File: src/rtl/uart_fifo_pkg.sv
package uart_fifo_pkg;

    typedef enum logic [2:0] {
        S_IDLE,
        S_START,
        S_DATA,
        S_PAR,
        S_STOP,
        S_HOLD
    } line_st_e;

    typedef struct packed {
        logic len7;
        logic par_en;
        logic par_odd;
        logic stop2;
    } fmt_t;

    localparam logic [3:0] LAST_TICK = 4'd15;
    localparam logic [3:0] MID_TICK  = 4'd7;

endpackage

File: src/rtl/uart_fifo.sv
module uart_fifo #(
    parameter int W     = 8,
    parameter int DEPTH = 16,
    localparam int AW   = $clog2(DEPTH),
    localparam int LW   = $clog2(DEPTH + 1)
) (
    input  logic          clk,
    input  logic          rst_n,
    input  logic          push,
    input  logic [W-1:0]  wdata,
    input  logic          pop,
    output logic [W-1:0]  rdata,
    output logic [LW-1:0] level
);
    typedef struct packed {
        logic [AW-1:0] wp;
        logic [AW-1:0] rp;
        logic [LW-1:0] cnt;
    } fifo_st_t;

    fifo_st_t q, d;
    logic [W-1:0] mem [DEPTH];
    logic do_push, do_pop;

    always_comb begin
        d       = q;
        do_push = push && (q.cnt != LW'(DEPTH));
        do_pop  = pop && (q.cnt != '0);
        if (do_push) d.wp = (q.wp == AW'(DEPTH - 1)) ? '0 : q.wp + 1'b1;
        if (do_pop)  d.rp = (q.rp == AW'(DEPTH - 1)) ? '0 : q.rp + 1'b1;
        if (do_push && !do_pop)      d.cnt = q.cnt + 1'b1;
        else if (do_pop && !do_push) d.cnt = q.cnt - 1'b1;
    end

    always_ff @(posedge clk or negedge rst_n) begin
        if (!rst_n) q <= '0;
        else        q <= d;
    end

    always_ff @(posedge clk) begin
        if (do_push) mem[q.wp] <= wdata;
    end

    assign rdata = mem[q.rp];
    assign level = q.cnt;

    // a push into a full buffer leaves it full
    p_full_push_r1: assert property (@(posedge clk) disable iff (!rst_n)
        (q.cnt == LW'(DEPTH) && push && !pop) |=> (q.cnt == LW'(DEPTH)));
    // a pop from an empty buffer leaves it empty
    p_empty_pop_r1: assert property (@(posedge clk) disable iff (!rst_n)
        (q.cnt == '0 && pop && !push) |=> (q.cnt == '0));
endmodule

File: src/rtl/uart_baud.sv
module uart_baud #(
    parameter int DIV_W = 12
) (
    input  logic             clk,
    input  logic             rst_n,
    input  logic             ext_sel,
    input  logic [DIV_W-1:0] div,
    input  logic             ext_clk,
    output logic             tick,
    output logic             sck
);
    typedef struct packed {
        logic [DIV_W-1:0] cnt;
        logic [2:0]       sync;
        logic             sck;
    } baud_st_t;

    baud_st_t q, d;
    logic [DIV_W:0] half;

    always_comb begin
        d      = q;
        d.sync = {q.sync[1:0], ext_clk};
        half   = ({1'b0, div} + 1'b1) >> 1;
        if (ext_sel) begin
            tick  = q.sync[1] & ~q.sync[2];
            d.cnt = '0;
            d.sck = 1'b0;
        end else begin
            tick  = (q.cnt >= div);
            d.cnt = tick ? '0 : q.cnt + 1'b1;
            d.sck = ({1'b0, d.cnt} < half);
        end
    end

    always_ff @(posedge clk or negedge rst_n) begin
        if (!rst_n) q <= '0;
        else        q <= d;
    end

    assign sck = q.sck;

    // with a divider above zero, internal ticks never come back to back
    p_tick_gap_r5: assert property (@(posedge clk) disable iff (!rst_n)
        (tick && !ext_sel && div != '0 && $stable(div)) |=> (!tick || ext_sel || div != $past(div)));
endmodule

File: src/rtl/uart_tx.sv
module uart_tx
    import uart_fifo_pkg::*;
(
    input  logic       clk,
    input  logic       rst_n,
    input  logic       tick,
    input  fmt_t       fmt,
    input  logic       empty,
    input  logic [7:0] din,
    output logic       pop,
    output logic       txd
);
    typedef struct packed {
        line_st_e   st;
        logic [3:0] tcnt;
        logic [2:0] bidx;
        logic [7:0] sh;
        logic       par;
        logic       second;
        logic       line;
    } tx_st_t;

    localparam tx_st_t TX_RST = '{st: S_IDLE, tcnt: '0, bidx: '0, sh: '0,
                                  par: 1'b0, second: 1'b0, line: 1'b1};

    tx_st_t q, d;
    logic load;
    logic [7:0] mask;
    logic [2:0] last;

    always_comb begin
        d    = q;
        load = 1'b0;
        mask = fmt.len7 ? 8'h7F : 8'hFF;
        last = fmt.len7 ? 3'd6 : 3'd7;
        case (q.st)
            S_IDLE: begin
                d.line = 1'b1;
                if (tick && !empty) load = 1'b1;
            end
            default: begin
                if (tick) begin
                    d.tcnt = q.tcnt + 4'd1;
                    if (q.tcnt == LAST_TICK) begin
                        case (q.st)
                            S_START: begin
                                d.st   = S_DATA;
                                d.bidx = '0;
                                d.line = q.sh[0];
                            end
                            S_DATA: begin
                                if (q.bidx == last) begin
                                    if (fmt.par_en) begin
                                        d.st   = S_PAR;
                                        d.line = q.par;
                                    end else begin
                                        d.st     = S_STOP;
                                        d.second = 1'b0;
                                        d.line   = 1'b1;
                                    end
                                end else begin
                                    d.bidx = q.bidx + 3'd1;
                                    d.sh   = q.sh >> 1;
                                    d.line = q.sh[1];
                                end
                            end
                            S_PAR: begin
                                d.st     = S_STOP;
                                d.second = 1'b0;
                                d.line   = 1'b1;
                            end
                            default: begin
                                if (fmt.stop2 && !q.second) d.second = 1'b1;
                                else if (!empty)            load     = 1'b1;
                                else                        d.st     = S_IDLE;
                            end
                        endcase
                    end
                end
            end
        endcase
        if (load) begin
            d.st   = S_START;
            d.tcnt = '0;
            d.sh   = din;
            d.par  = (^(din & mask)) ^ fmt.par_odd;
            d.line = 1'b0;
        end
        pop = load;
    end

    always_ff @(posedge clk or negedge rst_n) begin
        if (!rst_n) q <= TX_RST;
        else        q <= d;
    end

    assign txd = q.line;

    // bit timing advances only on a tick
    p_tcnt_hold_r2: assert property (@(posedge clk) disable iff (!rst_n)
        (!tick && q.st != S_IDLE) |=> $stable(q.tcnt));
endmodule

File: src/rtl/uart_rx.sv
module uart_rx
    import uart_fifo_pkg::*;
(
    input  logic       clk,
    input  logic       rst_n,
    input  logic       tick,
    input  logic       len7,
    input  logic       par_en,
    input  logic       par_odd,
    input  logic       rxd,
    input  logic       full_i,
    output logic       push,
    output logic [9:0] wdata,
    output logic       ovr,
    output logic       brk
);
    typedef struct packed {
        line_st_e   st;
        logic [3:0] tcnt;
        logic [2:0] bidx;
        logic [7:0] sh;
        logic       acc;
        logic       zero;
        logic [1:0] sync;
        logic       push;
        logic [9:0] wd;
        logic       ovr;
        logic       brk;
    } rx_st_t;

    localparam rx_st_t RX_RST = '{st: S_IDLE, tcnt: '0, bidx: '0, sh: '0, acc: 1'b0,
                                  zero: 1'b0, sync: 2'b11, push: 1'b0, wd: '0,
                                  ovr: 1'b0, brk: 1'b0};

    rx_st_t q, d;
    logic rx, perr, ferr;
    logic [7:0] byte_v;
    logic [2:0] last;

    always_comb begin
        d      = q;
        d.sync = {q.sync[0], rxd};
        d.push = 1'b0;
        d.ovr  = 1'b0;
        d.brk  = 1'b0;
        rx     = q.sync[1];
        last   = len7 ? 3'd6 : 3'd7;
        perr   = par_en & q.acc;
        ferr   = ~rx;
        byte_v = len7 ? {1'b0, q.sh[7:1]} : q.sh;
        case (q.st)
            S_IDLE: begin
                if (tick && !rx) begin
                    d.st   = S_START;
                    d.tcnt = 4'd1;
                end
            end
            S_START: begin
                if (tick) begin
                    if (q.tcnt == MID_TICK) begin
                        if (!rx) begin
                            d.st   = S_DATA;
                            d.tcnt = '0;
                            d.bidx = '0;
                            d.sh   = '0;
                            d.acc  = par_odd;
                            d.zero = 1'b1;
                        end else begin
                            d.st = S_IDLE;
                        end
                    end else begin
                        d.tcnt = q.tcnt + 4'd1;
                    end
                end
            end
            S_HOLD: begin
                if (rx) d.st = S_IDLE;
            end
            default: begin
                if (tick) begin
                    d.tcnt = q.tcnt + 4'd1;
                    if (q.tcnt == LAST_TICK) begin
                        case (q.st)
                            S_DATA: begin
                                d.sh   = {rx, q.sh[7:1]};
                                d.acc  = q.acc ^ rx;
                                d.zero = q.zero & ~rx;
                                if (q.bidx == last) d.st = par_en ? S_PAR : S_STOP;
                                else                d.bidx = q.bidx + 3'd1;
                            end
                            S_PAR: begin
                                d.acc  = q.acc ^ rx;
                                d.zero = q.zero & ~rx;
                                d.st   = S_STOP;
                            end
                            default: begin
                                d.st = rx ? S_IDLE : S_HOLD;
                                if (ferr && q.zero) begin
                                    d.brk = 1'b1;
                                end else if (full_i) begin
                                    d.ovr = 1'b1;
                                end else begin
                                    d.push = 1'b1;
                                    d.wd   = {ferr, perr, byte_v};
                                end
                            end
                        endcase
                    end
                end
            end
        endcase
    end

    always_ff @(posedge clk or negedge rst_n) begin
        if (!rst_n) q <= RX_RST;
        else        q <= d;
    end

    assign push  = q.push;
    assign wdata = q.wd;
    assign ovr   = q.ovr;
    assign brk   = q.brk;

    // a lost character is only reported when the buffer was full
    p_ovr_full_r11: assert property (@(posedge clk) disable iff (!rst_n)
        q.ovr |-> $past(full_i));
    // a break never writes a character
    p_brk_nopush_r10: assert property (@(posedge clk) disable iff (!rst_n)
        q.brk |-> !q.push);
endmodule

File: src/rtl/uart_fifo_xcvr.sv
module uart_fifo_xcvr
    import uart_fifo_pkg::*;
#(
    parameter int DEPTH  = 16,
    parameter int DIV_W  = 12,
    localparam int LVL_W = $clog2(DEPTH + 1)
) (
    input  logic             clk,
    input  logic             rst_n,
    input  logic             cfg_len7,
    input  logic             cfg_par_en,
    input  logic             cfg_par_odd,
    input  logic             cfg_stop2,
    input  logic             cfg_ext_clk,
    input  logic [DIV_W-1:0] cfg_div,
    input  logic             ext_clk_in,
    output logic             sck_out,
    input  logic             tx_push,
    input  logic [7:0]       tx_data,
    output logic             tx_full,
    output logic [LVL_W-1:0] tx_level,
    output logic             txd,
    input  logic             rxd,
    input  logic             rx_pop,
    output logic [7:0]       rx_data,
    output logic             rx_perr,
    output logic             rx_ferr,
    output logic             rx_ready,
    output logic             rx_full,
    output logic [LVL_W-1:0] rx_level,
    output logic             rx_overrun,
    output logic             rx_break
);
    logic       tick;
    logic       tx_pop;
    logic [7:0] tx_head;
    logic       rx_push;
    logic [9:0] rx_wdata, rx_head;
    fmt_t       fmt;

    assign fmt = '{len7: cfg_len7, par_en: cfg_par_en, par_odd: cfg_par_odd, stop2: cfg_stop2};

    uart_baud #(.DIV_W(DIV_W)) u_baud (
        .clk(clk), .rst_n(rst_n), .ext_sel(cfg_ext_clk), .div(cfg_div),
        .ext_clk(ext_clk_in), .tick(tick), .sck(sck_out)
    );

    uart_fifo #(.W(8), .DEPTH(DEPTH)) u_txq (
        .clk(clk), .rst_n(rst_n), .push(tx_push), .wdata(tx_data),
        .pop(tx_pop), .rdata(tx_head), .level(tx_level)
    );

    uart_tx u_tx (
        .clk(clk), .rst_n(rst_n), .tick(tick), .fmt(fmt),
        .empty(tx_level == '0), .din(tx_head), .pop(tx_pop), .txd(txd)
    );

    uart_rx u_rx (
        .clk(clk), .rst_n(rst_n), .tick(tick), .len7(cfg_len7),
        .par_en(cfg_par_en), .par_odd(cfg_par_odd), .rxd(rxd), .full_i(rx_full),
        .push(rx_push), .wdata(rx_wdata), .ovr(rx_overrun), .brk(rx_break)
    );

    uart_fifo #(.W(10), .DEPTH(DEPTH)) u_rxq (
        .clk(clk), .rst_n(rst_n), .push(rx_push), .wdata(rx_wdata),
        .pop(rx_pop), .rdata(rx_head), .level(rx_level)
    );

    assign tx_full  = (tx_level == LVL_W'(DEPTH));
    assign rx_full  = (rx_level == LVL_W'(DEPTH));
    assign rx_ready = (rx_level != '0);
    assign rx_ferr  = rx_head[9];
    assign rx_perr  = rx_head[8];
    assign rx_data  = rx_head[7:0];
endmodule

File: config.mk
export PLATFORM = sky130hd
export DESIGN_NAME = uart_fifo_xcvr
export DESIGN_NICKNAME = d
export VERILOG_FILES = /design/src/rtl/uart_fifo_pkg.sv /design/src/rtl/uart_fifo.sv /design/src/rtl/uart_baud.sv /design/src/rtl/uart_tx.sv /design/src/rtl/uart_rx.sv /design/src/rtl/uart_fifo_xcvr.sv
export SDC_FILE = /design/constraint.sdc
export NUM_CORES = 1
export LEC_CHECK = 0
export BUFFER_PORTS_ARGS = -buffer_cell sky130_fd_sc_hd__buf_2
export CORE_UTILIZATION = 45
export CTS_BUF_LIST = sky130_fd_sc_hd__clkbuf_2 sky130_fd_sc_hd__clkbuf_4 sky130_fd_sc_hd__clkbuf_8
export CTS_CLUSTER_SIZE = 10
export DETAILED_ROUTE_END_ITERATION = 8
export GPL_TIMING_DRIVEN = 0
export PLACE_DENSITY_LB_ADDON = 0.2
export RECOVER_POWER = 25
export SLEW_MARGIN = 20
export SYNTH_ARGS = -nofsm -noshare
export SYNTH_HDL_FRONTEND = slang
export SYNTH_SLANG_ARGS = --single-unit
File: constraint.sdc
create_clock -name clk -period 4.3 [get_ports clk]
set_input_delay 0.86 -clock clk [delete_from_list [all_inputs] [get_ports clk]]
set_output_delay 0.86 -clock clk [all_outputs]
set_load 0.005 [all_outputs]
After elaboration in Yosys (flattened, before gate mapping)

Memories as Yosys holds them, arrays and structs flattened.
Cells that the tools add are included.

Register bits: 98
Logic and storage cells: 233
Memory bits (writable): 288
Memories: 2

Memory list:

| memory    | words | width | rd ports | clocked after memory_dff | write ports | RTL line        | RTL |
|---|---|---|---|---|---|---|---|
| u_rxq.mem | 16    | 10    | 1        | 0                        | 1           | uart_fifo.sv:22 | `logic [W-1:0] mem [DEPTH];` |
| u_txq.mem | 16    | 8     | 1        | 0                        | 1           | uart_fifo.sv:22 |  |

Eq/ne operators: 35
Bitwise operators: 16
Magnitude comparators: 2
Reductions and logical operators: 58
Mux-type cells: 79
Add/subtract/negate cells: 14

Operator list:

| operator                                      | count |
|---|---|
| two-way mux 13 bit                            | 6 |
| two-way mux 11 bit                            | 4 |
| two-way mux 20 bit                            | 2 |
| two-way mux 12 bit                            | 3 |
| two-way mux 18 bit                            | 2 |
| two-way mux 3 bit                             | 11 |
| one-hot mux 13 bit (2 select lines)           | 1 |
| two-way mux 1 bit                             | 25 |
| adder 4 x 1 -> 4 bit, second input constant   | 6 |
| equality test 4 bit, second input constant    | 6 |
| two-way mux 8 bit                             | 3 |
| AND reduction 6 bit                           | 4 |
| AND reduction 7 bit                           | 3 |
| two-way mux 4 bit                             | 5 |
| two-way mux 5 bit                             | 4 |
| nonzero test 2 bit                            | 10 |
| nonzero test 5 bit                            | 4 |
| one-hot mux 3 bit (3 select lines)            | 2 |
| two-way mux 17 bit                            | 1 |
| != test 5 bit, second input constant          | 3 |
| AND reduction 5 bit                           | 3 |
| two-way mux 7 bit                             | 2 |
| adder 12 x 1 -> 13 bit, second input constant | 1 |
| adder 12 x 1 -> 12 bit, second input constant | 1 |
| 36 further kinds                              | 92 |

Longest topological paths before layout

Gate-level depths: netlist (run 1).

Word-level depth: 11
Mapped depth: 18

Hierarchy

A second synthesis (run 1) with hierarchy kept.

Cell total of the unflattened synthesis: 1176
Area total of the unflattened synthesis: 17397.9 um^2

By module, submodules not included:

| module             | sequential area each (um^2) | cells each | instances | area an instance (um^2) |
|---|---|---|---|---|
| uart_fifo at u_rxq | 5129.9                      | 351        | 1         | 6919.1 |
| uart_fifo at u_txq | 4169.0                      | 316        | 1         | 5795.6 |
| uart_rx            | 878.3                       | 196        | 1         | 1881.8 |
| uart_baud          | 400.4                       | 164        | 1         | 1441.4 |
| uart_tx            | 526.8                       | 142        | 1         | 1318.8 |
| uart_fifo_xcvr     | 0.0                         | 7          | 1         | 41.3 |

Worst setup path after synthesis (run 1)

OpenSTA, ideal clock, no wires.

Path kind: input -> register
From: in cfg_div[9]
To: reg u_txq.q (netlist bit u_txq.level[4])
Required time: 4175 ps
Path buffers: 2
Stages on the path: 17
Path slack: 237 ps
Library setup time: 125 ps
Data arrival time: 3938 ps
Path through: inv_1 ha_1 nand4_1 or3_1 o211ai_1 buf_2 o2111a_1 buf_2 inv_2 ha_1 inv_1 ha_1 a21o_1 a21oi_1 xnor2_1 nor2_1 xor2_1

Word-level cells in the longest chain between the ends: 9
Elaborated cells between the ends (all ways): 12
Classes of those cells: order compare (1); mux (5); reduce/logical (6)

RTL lines:

| item                                                           | RTL line             | RTL |
|---|---|---|
| start, declared                                                | uart_fifo_xcvr.sv:15 | `input logic [DIV_W-1:0] cfg_div,` |
| greater-or-equal comparator 12 bit (*)                         | uart_baud.sv:30      | `tick = (q.cnt >= div);` |
| two-way mux 1 bit (*)                                          | uart_baud.sv:25      | `if (ext_sel) begin` |
| logical AND 1 bit                                              | uart_tx.sv:39        | `if (tick && !empty) load = 1'b1;` |
| two-way mux 1 bit                                              | uart_tx.sv:39        |  |
| two-way mux 1 bit (*)                                          | uart_tx.sv:36        | `case (q.st)` |
| logical AND 1 bit (*)                                          | uart_fifo.sv:28      | `do_pop = pop && (q.cnt != '0);` |
| logical NOT 1 bit                                              | uart_fifo.sv:31      | `if (do_push && !do_pop) d.cnt = q.cnt + 1'b1;` |
| logical AND 1 bit                                              | uart_fifo.sv:31      |  |
| two-way mux 5 bit / nonzero test 2 bit (equally long branches) | --                   |  |
| end signal, assigned                                           | uart_fifo.sv:36      | `if (!rst_n) q <= '0;` |
| end signal, assigned                                           | uart_fifo.sv:37      | `else q <= d;` |
| end, declared                                                  | uart_fifo.sv:21      | `fifo_st_t q, d;` |

Mark *: on every way between the ends. The rest lies on a longest branch, timed or not.
A chain may end at the register's enable or synchronous reset.

Worst setup path in the final report (run 1)

Ends and elaborated chain as after synthesis.

==> results.txt, run 1 <==
maximum number of pins on one net before global-route repair = 77
count of nets after finishing = 1396
kind of start point of the critical path = input port
worst hold path class = flip-flop to flip-flop
status = complete, but fails checks
Placer Congestion = 0.804
kind of critical path = input port to flip-flop
violated checks = capacitance limit, slew limit
post-route setup slack = 0.141 ns
Core Rows = 70
area growth from synthesis to layout = 14.3%
floorplan core area = 37000 sq um
warnings from Yosys = 0
full die area = 38700 sq um
Synth cell types = 63
crit share post-route = 96.7%
count of flip-flops with a built-in enable after synthesis = 288
worst IR drop on VDD = 284 uV
worst reg2reg endpoint = u_txq.level[4]
capture point of the worst path = u_txq.level[4]
number of buffers inserted by post-CTS setup repair = 0
post-route setup TNS = 0 ns
proportion of synthesized chip area in sequential cells = 65.1%
critical path data arrival time = 4.66 ns
origin of the critical flop-to-flop path = u_baud.q[15]
sum of internal, switching and leakage power = 0.0100 W
Leak Pwr = 7.21 nW
initial drt markers = 580
clock buffers created by TritonCTS = 67
post-detailed-routing wire length = 37.4 mm
Chip Width = 197 um
count of input and output buffers = 57
final slew viol count = 77
I/O pin total = 58
remaining number of nets flagged by the antenna check after routing = 0
start point of the critical path = cfg_div[9]
vias = 10100
residual DRC count = 0
total setup violations reported at the end of the flow = 0
largest fanout on the critical path = 10
average routed wire per standard cell = 20.0 um
CTS tree = built
global-route wire length before repair = 58.6 mm
largest incremental delay on the critical path = 0.47 ns
Synth Register Bits = 386
number of max-cap violations = 1
CTS root buffer = clkbuf_8
worst setup slack after placement = -0.575 ns
worst path cell trace = buf_2, inv_1, ha_1, a21o_1, a21o_1, a221oi_1, o211ai_1, buf_2, o2111a_2, buf_2, inv_2, ha_1, inv_1, ha_1, a21o_1, a21oi_1, xnor2_1, nor2_1, xor2_1
vias per cell = 5.40
net count after synthesis = 1262
vias in the first global route = 10200
final instance area = 19500 sq um
power per unit of standard cell area = 514 nW/um^2
maximum operating frequency = 240 MHz
endpoint required time on the critical path = 4.80 ns
fraction of registers with async set or reset after synthesis = 25.4%
worst slew margin relative to its limit = -26.7%
worst hold slack across all endpoints = 0.346 ns
clock period minus final worst setup slack = 4.16 ns
R2R setup slack = 0.14 ns
type of element capturing the critical path = flip-flop
FF-to-FF path depth = 16
number of levels the H-tree was split into = 3
antenna violations before repair = 3
number of optimization iterations in the first detailed-route pass = 6
synthesized area per cell = 14.4 sq um
maximum clock skew at final layout = 0.0295 ns
worst-skew pair later-pin latency = 0.62 ns
unrepaired setup endpoints after global routing = true
Post-Syn Area = 17100 sq um
synthesized instance count = 1181
share of layout cells above drive strength 1 = 20.0%
number of clock sinks = 386
most instantiated flip-flop cell in the synthesis netlist = edfxtp_1
# diodes = 0
maximum clock insertion buffer count = 3
clock edge transition at the registers on the reported setup and hold paths = 0.06 ns
grt total ovfl = 0
final hold vios = 0
detailed placer's ending HPWL = 25.2 mm
Worst Tran Pin Value = 1.90 ns
Critical-path top delay cell = a221oi_1
Post-DP Area = 18100 sq um
starting density of the core = 46.2%
global-route usage over all layers = 20.3%
floorplan die height = 197 um
[layer usage]
layer	wire length, um	GRT usage [%]	up-vias
met1	15900	25.8	5046
li1	-	-	4743
met5	14	0	-
met2	18800	34.2	263
met3	1870	4.45	62
met4	874	7.24	2
[power breakdown]
part | total [W] | switching [W] | internal (W)
Combinational | 0.00208 | 0.00123 | 0.000843
Clock | 0.00349 | 0.00149 | 0.00200
Sequential | 0.00446 | 0.000201 | 0.00426
[cells by family after synthesis]
family	count (synthesis)	synth area share (%)
buf+inv	98	2.65
mux	117	11.2
compound gates	194	7.21
xor+xnor	44	2.30
simple gates	292	7.77
fa+ha+maj	50	3.75
flops	386	65.1
[worst min path at each step]
stage	from	endpoint	cells past startpoint	slack, ns
2_1_floorplan	u_baud.d[2]	u_baud.d[3]	0	0.33
3_3_place_gp	u_baud.d[2]	u_baud.d[3]	0	0.34
3_5_place_dp	u_baud.d[2]	u_baud.d[3]	0	0.34
4_1_cts	rst_n	u_txq.q[10]	1	0.07
5_1_grt	rxd	u_rx.d[14]	1	0.30
6_report	u_baud.d[2]	u_baud.d[3]	0	0.35
[synthesized netlist by cell type (9+ instances only)]
library cell,count,share of area [%]
o21ai_0,47,1.4
buf_4,12,0.53
a21o_1,17,0.75
a221oi_1,12,0.62
mux4_2,52,6.9
a22oi_1,23,1.0
clkbuf_1,28,0.62
nand2b_1,14,0.51
xnor2_1,29,1.5
ha_1,48,3.5
buf_1,10,0.22
a22o_1,9,0.46
edfxtp_1,288,51
nand2_1,102,2.2
mux2i_1,42,2.5
dfrtp_1,95,14
o21ai_1,25,0.73
a21oi_1,33,0.97
nor2b_1,13,0.48
xor2_1,14,0.72
inv_1,36,0.79
mux2_2,11,0.73
nor2_1,77,1.7
nor3_1,19,0.56
nand3_1,32,0.94
[layout make-up]
type / count / area (sq um)
fillers: 3137 / 17500
flip-flops and latches: 386 / 11100
multi-input cells: 697 / 5550
clock buffers: 95 / 1160
well taps: 504 / 631
repair buffers: 66 / 354
plain buffers: 59 / 309
clock inverters: 29 / 248
inverters: 38 / 143
[flip-flops by register name, indices dropped and copies added (netlist names)]
name,flops
u_rx.d,1
u_rx.q,21
u_baud.d,2
u_tx.txd,1
u_baud.q,13
u_rxq.mem,160
u_txq.mem,128
u_txq.q,8
u_rx.push,1
u_baud.sck,1
u_rx.brk,1
u_rx.ovr,1
u_txq.level,5
u_rxq.level,5
u_rx.wdata,10
u_tx.q,20
u_rxq.q,8
[placed cells by master, fill, tap and decap left out, types with 12 or more instances in the layout]
cell        n
o21ai_1    25
nor2_1     77
mux4_2     52
clkbuf_1   35
a21oi_1    33
xor2_1     14
nand3_1    32
clkinv_1   13
nand2b_1   14
ha_1       48
dfrtp_1    95
edfxtp_1  288
a22oi_1    23
xnor2_1    29
nand2_1   102
clkbuf_8   72
inv_1      36
mux2i_1    42
clkbuf_4   23
buf_2      55
a21o_1     17
a221oi_1   12
buf_4      16
o21ai_0    47
nor2b_1    13
[metrics by stage]
step                      cells  utilization, %
after floorplan            1181               -
after global placement     1742            48.6
after detailed placement   1751            49.0
after CTS                  1874            52.9
after global routing       1874            52.8
final                      1874            52.8
[worst max-delay path: cells and delay by family]
family | cells | cell delay, ns
xor gates and xnor gates | 2 | 0.28
adders and majority gates | 3 | 0.86
AOI/OAI and AO/OA | 7 | 1.69
and+or+nand+nor | 1 | 0.06
buffers and inverters | 6 | 0.90
[what timing repair did]
action	CTS	global route
setup endpoints to repair	6	12
pin swaps	0	0
resized for setup	1	3
hold buffers	0	0
Power figures use the tool's default switching activity.
==> run 2: changes to the inputs <==
- CORE_ASPECT_RATIO: not set -> 1.1
==> run 2 against run 1 <==
Compared with the run above: the flow still finishes with violations (capacitance limit, slew limit); via count fell by 1.1%; worst hold slack improved by 0.0040 ns; critical endpoint is now rx_data[6]; highest routed layer unchanged; final area decreased by 1.3%; non-clock buffer count down 2; sequential power hardly changed.
==> results.txt, run 2 (synthesis results as in run 1) <==
status = complete, but fails checks
violated checks = capacitance limit, slew limit
count of fill cells added during filler insertion = 3168 (+0.99%)
crit share post-route = 94.8% (-1.9 points)
Top delay family on crit path = buffers and inverters
Critical-path top delay cell = a221oi_1
antenna violations before repair = 1 (-2)
worst path cell trace = clkbuf_2, buf_2, buf_2, mux2i_1, a221oi_1, o21ai_0, nand2_1, buf_2
# diodes = 0 (unchanged)
origin of the critical flop-to-flop path = u_baud.q[15]
grt total ovfl = 0 (unchanged)
Leak Pwr = 7.11 nW (-1.4%)
post-route setup TNS = 0 ns (unchanged)
global-route wire length before repair = 57.1 mm (-2.7%)
Chip Width = 188 um (-4.6%)
vias = 10000 (-1.1%)
maximum number of pins on one net before global-route repair = 76 (-1.3%)
largest incremental delay on the critical path = 0.57 ns (+0.10 ns)
maximum operating frequency = 245 MHz (+2.0%)
clock period minus final worst setup slack = 4.08 ns (-0.0819 ns)
clock edge transition at the registers on the reported setup and hold paths = 0.06 ns (about the same)
CTS tree = built
Buf+Inv Stages, Crit Path = 4 (-2)
Worst Tran Pin Value = 1.92 ns (+0.0161 ns)
total setup violations reported at the end of the flow = 0 (unchanged)
most common library cell in the layout ignoring fill and taps = edfxtp_1
final instance area = 19200 sq um (-1.3%)
cell total after placement = 1738 (-0.74%)
vias per cell = 5.39 (about the same)
residual DRC count = 0 (unchanged)
post-detailed-routing wire length = 36.2 mm (-3.1%)
number of clock sinks = 386 (unchanged)
detailed placer's ending HPWL = 25.1 mm (-0.50%)
final slew viol count = 76 (-1.3%)
largest registers ranked by flip-flop count = u_rxq.mem: 160 flops, u_txq.mem: 128 flops, u_rx.q: 21 flops
starting density of the core = 45.8% (-0.32 points)
hold path endpoint = u_baud.d[3]
flip-flop count of the largest register, all copies and words added = 160 (unchanged)
largest fanout on the critical path = 10 (unchanged)
floorplan core area = 37200 sq um (+0.70%)
floorplan die height = 206 um (+4.8%)
count of nets after finishing = 1388 (-0.57%)
leading cell types in the layout, fill and taps excluded = edfxtp_1, nand2_1, dfrtp_1
full die area = 38700 sq um (about the same)
type of element capturing the critical path = output pin
clock buffers created by TritonCTS = 61 (-9.0%)
maximum clock insertion buffer count = 3 (unchanged)
power per unit of standard cell area = 494 nW/um^2 (-3.8%)
Post-DP Area = 18100 sq um (-0.28%)
CTS root buffer = clkbuf_8
worst-skew pair later-pin latency = 0.63 ns (about the same)
maximum clock skew at final layout = 0.0294 ns (-0.0000443 ns)
initial drt markers = 596 (+2.8%)
Core Rows = 74 (+5.7%)
count of cells along the worst hold path = 0 (unchanged)
Post-CTS Hold Fix Bufs = 0 (unchanged)
share of layout cells above drive strength 1 = 19.3% (-0.66 points)
kind of critical path = flip-flop to output pin
worst IR drop on VDD = 357 uV (+26%)
worst hold path class = flip-flop to flip-flop
global-route usage over all layers = 19.3% (-0.96 points)
register with the most flip-flops = u_rxq.mem
vias in the first global route = 10200 (-0.059%)
area growth from synthesis to layout = 12.8%
non-filler cells in the finished layout = 1854 (-1.1%)
Placer Congestion = 0.824 (+2.5%)
worst hold slack across all endpoints = 0.350 ns (+0.00404 ns)
worst setup slack after placement = -0.557 ns (+0.0182 ns)
I/O pin total = 58 (unchanged)
HP Start = u_baud.d[2]
number of max-cap violations = 1 (unchanged)
remaining number of nets flagged by the antenna check after routing = 0 (unchanged)
endpoint required time on the critical path = 3.44 ns (-1.36 ns)
critical path data arrival time = 3.22 ns (-1.44 ns)
FF-to-FF path depth = 16 (unchanged)
final hold vios = 0 (unchanged)
number of levels the H-tree was split into = 2 (-1)
average routed wire per standard cell = 19.5 um (-2.1%)
number of optimization iterations in the first detailed-route pass = 5 (-1)
count of input and output buffers = 57 (unchanged)
unrepaired setup endpoints after global routing = false
R2R setup slack = 0.40 ns (+0.26 ns)
post-route setup slack = 0.223 ns (+0.0819 ns)
worst slew margin relative to its limit = -27.8% (-1.1 points)
worst reg2reg endpoint = u_txq.level[4]
kind of start point of the critical path = flip-flop
most frequent cell on the critical path = buf_2
[run 2: routing by layer]
| layer | GRT usage, % | part of all wire (%) | vias to the layer above |
|---|---|---|---|
| li1 | - | - | 4737 |
| met3 | 3.16 | 4.1 | 92 |
| met1 | 23.5 | 41 | 4955 |
| met2 | 33.8 | 51 | 214 |
| met5 | 0 | 0.041 | - |
| met4 | 8.65 | 3.6 | 2 |
[run 2: final cells by class]
cell class / instances / area (sq um) / area share, %
multi-input combinational: 697 / 5550 / 28.8
buffer: 59 / 312 / 1.62
sequential: 386 / 11100 / 57.7
clock buffer: 85 / 1060 / 5.49
timing repair buffer: 64 / 323 / 1.68
tap: 494 / 618 / 3.21
clock inverter: 31 / 145 / 0.754
inverter: 38 / 143 / 0.741
[run 2: metrics by stage]
step,power [W],util (%)
after floorplan,0.00589,-
after global placement,0.00655,48.3
after detailed placement,0.00660,48.6
after CTS,0.00963,51.8
after global routing,0.00999,51.7
final,0.00951,51.7
[run 2: timing repair]
action	4_1_cts	5_1_grt
gates resized for setup	2	2
buffers inserted	0	1
setup endpoints to repair	6	1
pin swaps	0	1
[run 2: worst max-delay path by stage]
stage                      start             end  slack, ns  cells past startpoint
finish                u_rxq.q[5]      rx_data[6]       0.22                      8
global route          u_rxq.q[5]      rx_data[7]       0.07                      8
CTS                 u_baud.q[13]  u_txq.level[4]       0.09                     16
detailed placement    cfg_div[9]  u_txq.level[4]      -0.56                     18
global placement      cfg_div[9]  u_txq.level[4]      -0.52                     18
floorplan             cfg_div[9]  u_txq.level[4]       0.24                     17
[run 2: power by group]
part           internal, W  total (W)  switching (W)  leakage [nW]
combinational     0.000838    0.00204        0.00120          2.66
clock              0.00159    0.00302        0.00143         0.642
sequential         0.00425    0.00446       0.000201          3.81
total              0.00668    0.00951        0.00283          7.11
==> run 3: changes to the inputs <==
- clock period: 4.3 -> 3.9 ns (I/O delays scaled with it)
==> run 3 against run 2 <==
Compared with the run above: the run still ends with capacitance limit, slew limit left; flip-flop and latch count unchanged; largest cell class unchanged; critical endpoint is now rx_data[7]; critical path depth unchanged; utilization up 0.74 points; worst hold slack worse by 0.062 ns; sequential share of layout area down 0.81 points; sequential power up 10%; routed wire length down 0.30%.
==> results.txt, run 3 (synthesis results as in run 1) <==
CTS root buffer = clkbuf_8
origin of the critical flop-to-flop path = u_baud.q[13]
cell total after placement = 1737 (-0.058%)
detailed-routed wire length on met2 = 18.6 mm (about the same)
starting density of the core = 45.8% (unchanged)
violated checks = capacitance limit, slew limit
grt total ovfl = 0 (unchanged)
critical path data arrival time = 2.92 ns (-0.30 ns)
largest registers ranked by flip-flop count = u_rxq.mem: 160 flops, u_txq.mem: 128 flops, u_rx.q: 21 flops
worst setup slack after placement = -0.639 ns (-0.0822 ns)
most common library cell in the layout ignoring fill and taps = edfxtp_1
worst slew margin relative to its limit = -91.7% (-64 points)
vias per cell = 5.44 (+0.86%)
largest fanout on the critical path = 10 (unchanged)
Worst Tran Pin Value = 2.87 ns (+0.958 ns)
detailed placer's ending HPWL = 24.5 mm (-2.4%)
crit share post-route = 95.0%
utilization of the core after routing = 52.5% (+0.74 points)
maximum operating frequency = 270 MHz
Chip Width = 188 um (unchanged)
average routed wire per standard cell = 19.4 um (-0.72%)
clock period minus final worst setup slack = 3.70 ns
count of cells along the worst hold path = 1 (+1)
number of clock sinks = 386 (unchanged)
floorplan die height = 206 um (unchanged)
final slew viol count = 50 (-34%)
leading cell types in the layout, fill and taps excluded = edfxtp_1, nand2_1, dfrtp_1
maximum clock insertion buffer count = 3 (unchanged)
number of levels the H-tree was split into = 3 (+1)
worst IR drop on VDD = 313 uV (-12%)
final hold vios = 0 (unchanged)
Core Rows = 74 (unchanged)
R2R setup slack = 0.23 ns (-0.17 ns)
total setup violations reported at the end of the flow = 0 (unchanged)
count of input and output buffers = 57 (unchanged)
status = complete, but fails checks
Placer Congestion = 0.819 (-0.61%)
share of layout cells above drive strength 1 = 20.3% (+0.98 points)
maximum number of pins on one net before global-route repair = 51 (-33%)
vias = 10100 (+1.3%)
FF-to-FF path depth = 17 (+1)
global-route usage over all layers = 19.4% (+0.10 points)
register with the most flip-flops = u_rxq.mem
number of optimization iterations in the first detailed-route pass = 5 (unchanged)
count of nets after finishing = 1398 (+0.72%)
worst-skew pair later-pin latency = 0.60 ns (-0.03 ns)
M1 wire length = 15.4 mm (+3.4%)
post-route setup slack = 0.196 ns (-0.0266 ns)
met3 wire length = 1.47 mm (-1.6%)
Critical-path top delay cell = clkbuf_2
start point of the critical path = u_rxq.q[5]
worst path cell trace = clkbuf_2, clkbuf_2, buf_2, mux2i_1, a21oi_1, a22oi_1, nand2_1, buf_2
type of element capturing the critical path = output pin
clock buffers created by TritonCTS = 67 (+9.8%)
endpoint required time on the critical path = 3.12 ns (-0.32 ns)
residual DRC count = 0 (unchanged)
kind of start point of the critical path = flip-flop
Post-DP Area = 18100 sq um (about the same)
non-filler cells in the finished layout = 1862 (+0.43%)
final instance area = 19500 sq um (+1.4%)
Leak Pwr = 7.24 nW (+1.8%)
largest incremental delay on the critical path = 0.42 ns (-0.15 ns)
clock edge transition at the registers on the reported setup and hold paths = 0.06 ns (about the same)
I/O pin total = 58 (unchanged)
antenna violations before repair = 0 (-1)
worst hold path class = input port to flip-flop
floorplan core area = 37200 sq um (unchanged)
# diodes = 0 (unchanged)
kind of critical path = flip-flop to output pin
global-route wire length before repair = 57.1 mm (about the same)
initial drt markers = 591 (-0.84%)
count of fill cells added during filler insertion = 3160 (-0.25%)
CTS tree = built
highest routed layer = met4
remaining number of nets flagged by the antenna check after routing = 0 (unchanged)
area growth from synthesis to layout = 14.4%
post-detailed-routing wire length = 36.1 mm (-0.30%)
unrepaired setup endpoints after global routing = false
flip-flop count of the largest register, all copies and words added = 160 (unchanged)
number of max-cap violations = 1 (unchanged)
capture point of the worst path = rx_data[7]
power per unit of standard cell area = 565 nW/um^2 (+14%)
worst reg2reg endpoint = u_txq.level[4]
maximum clock skew at final layout = 0.0313 ns (+0.00189 ns)
full die area = 38700 sq um (unchanged)
vias in the first global route = 10100 (-0.88%)
worst hold slack across all endpoints = 0.288 ns (-0.0617 ns)
run 3: final cells by class:
cell class                      instances  area [sq um]  area share, %
Sequential cell                       386         11100           56.9
Multi-Input combinational cell        697          5560           28.5
Clock buffer                           86          1080           5.55
Tap cell                              494           618           3.17
Timing Repair Buffer                   67           369           1.89
Buffer                                 60           324           1.66
Clock inverter                         34           323           1.65
Inverter                               38           143          0.731
run 3: what timing repair did:
action,4_1_cts,5_1_grt
hold endpoints to repair,0,0
cloned,0,0
setup endpoints to repair,11,13
pin swaps,1,0
setup buffers,1,4
gates resized for setup,5,7
hold buffers,0,0
run 3: worst max-delay path, delay by kind of cell, from the launching register on:
family                 cells  cell delay, ns
buffers and inverters      4            1.20
AND/OR/NAND/NOR            1            0.10
flip-flops                 1            0.35
AO/OA/AOI/OAI              2            0.39
multiplexers               1            0.28
run 3: worst min-delay path by stage:
stage / from / end / slack [ns]
2_1_floorplan: u_baud.d[2] / u_baud.d[3] / 0.33
3_3_place_gp: u_baud.d[2] / u_baud.d[3] / 0.34
3_5_place_dp: u_baud.d[2] / u_baud.d[3] / 0.33
4_1_cts: rst_n / u_rx.brk / 0.11
5_1_grt: rxd / u_rx.d[14] / 0.26
6_report: rxd / u_rx.d[14] / 0.29
run 3: power breakdown:
group	switching (W)	internal, W	total (W)
clock network	0.00163	0.00223	0.00386
logic	0.00133	0.000931	0.00226
registers	0.000223	0.00469	0.00492
total	0.00319	0.00785	0.0110
run 3: metrics by stage:
stage | power [W] | setup TNS (ns)
6_report | 0.0110 | 0
5_1_grt | 0.0116 | 0
4_1_cts | 0.0112 | 0
3_5_place_dp | 0.00726 | -1.79
3_3_place_gp | 0.00721 | -1.78
2_1_floorplan | 0.00650 | 0
run 3: metal layers:
metal  global-route usage, %  vias up
met5                       0        -
li1                        -     4749
met3                    3.31       60
met1                    24.8     5083
met4                    6.39        0
met2                    33.6      238
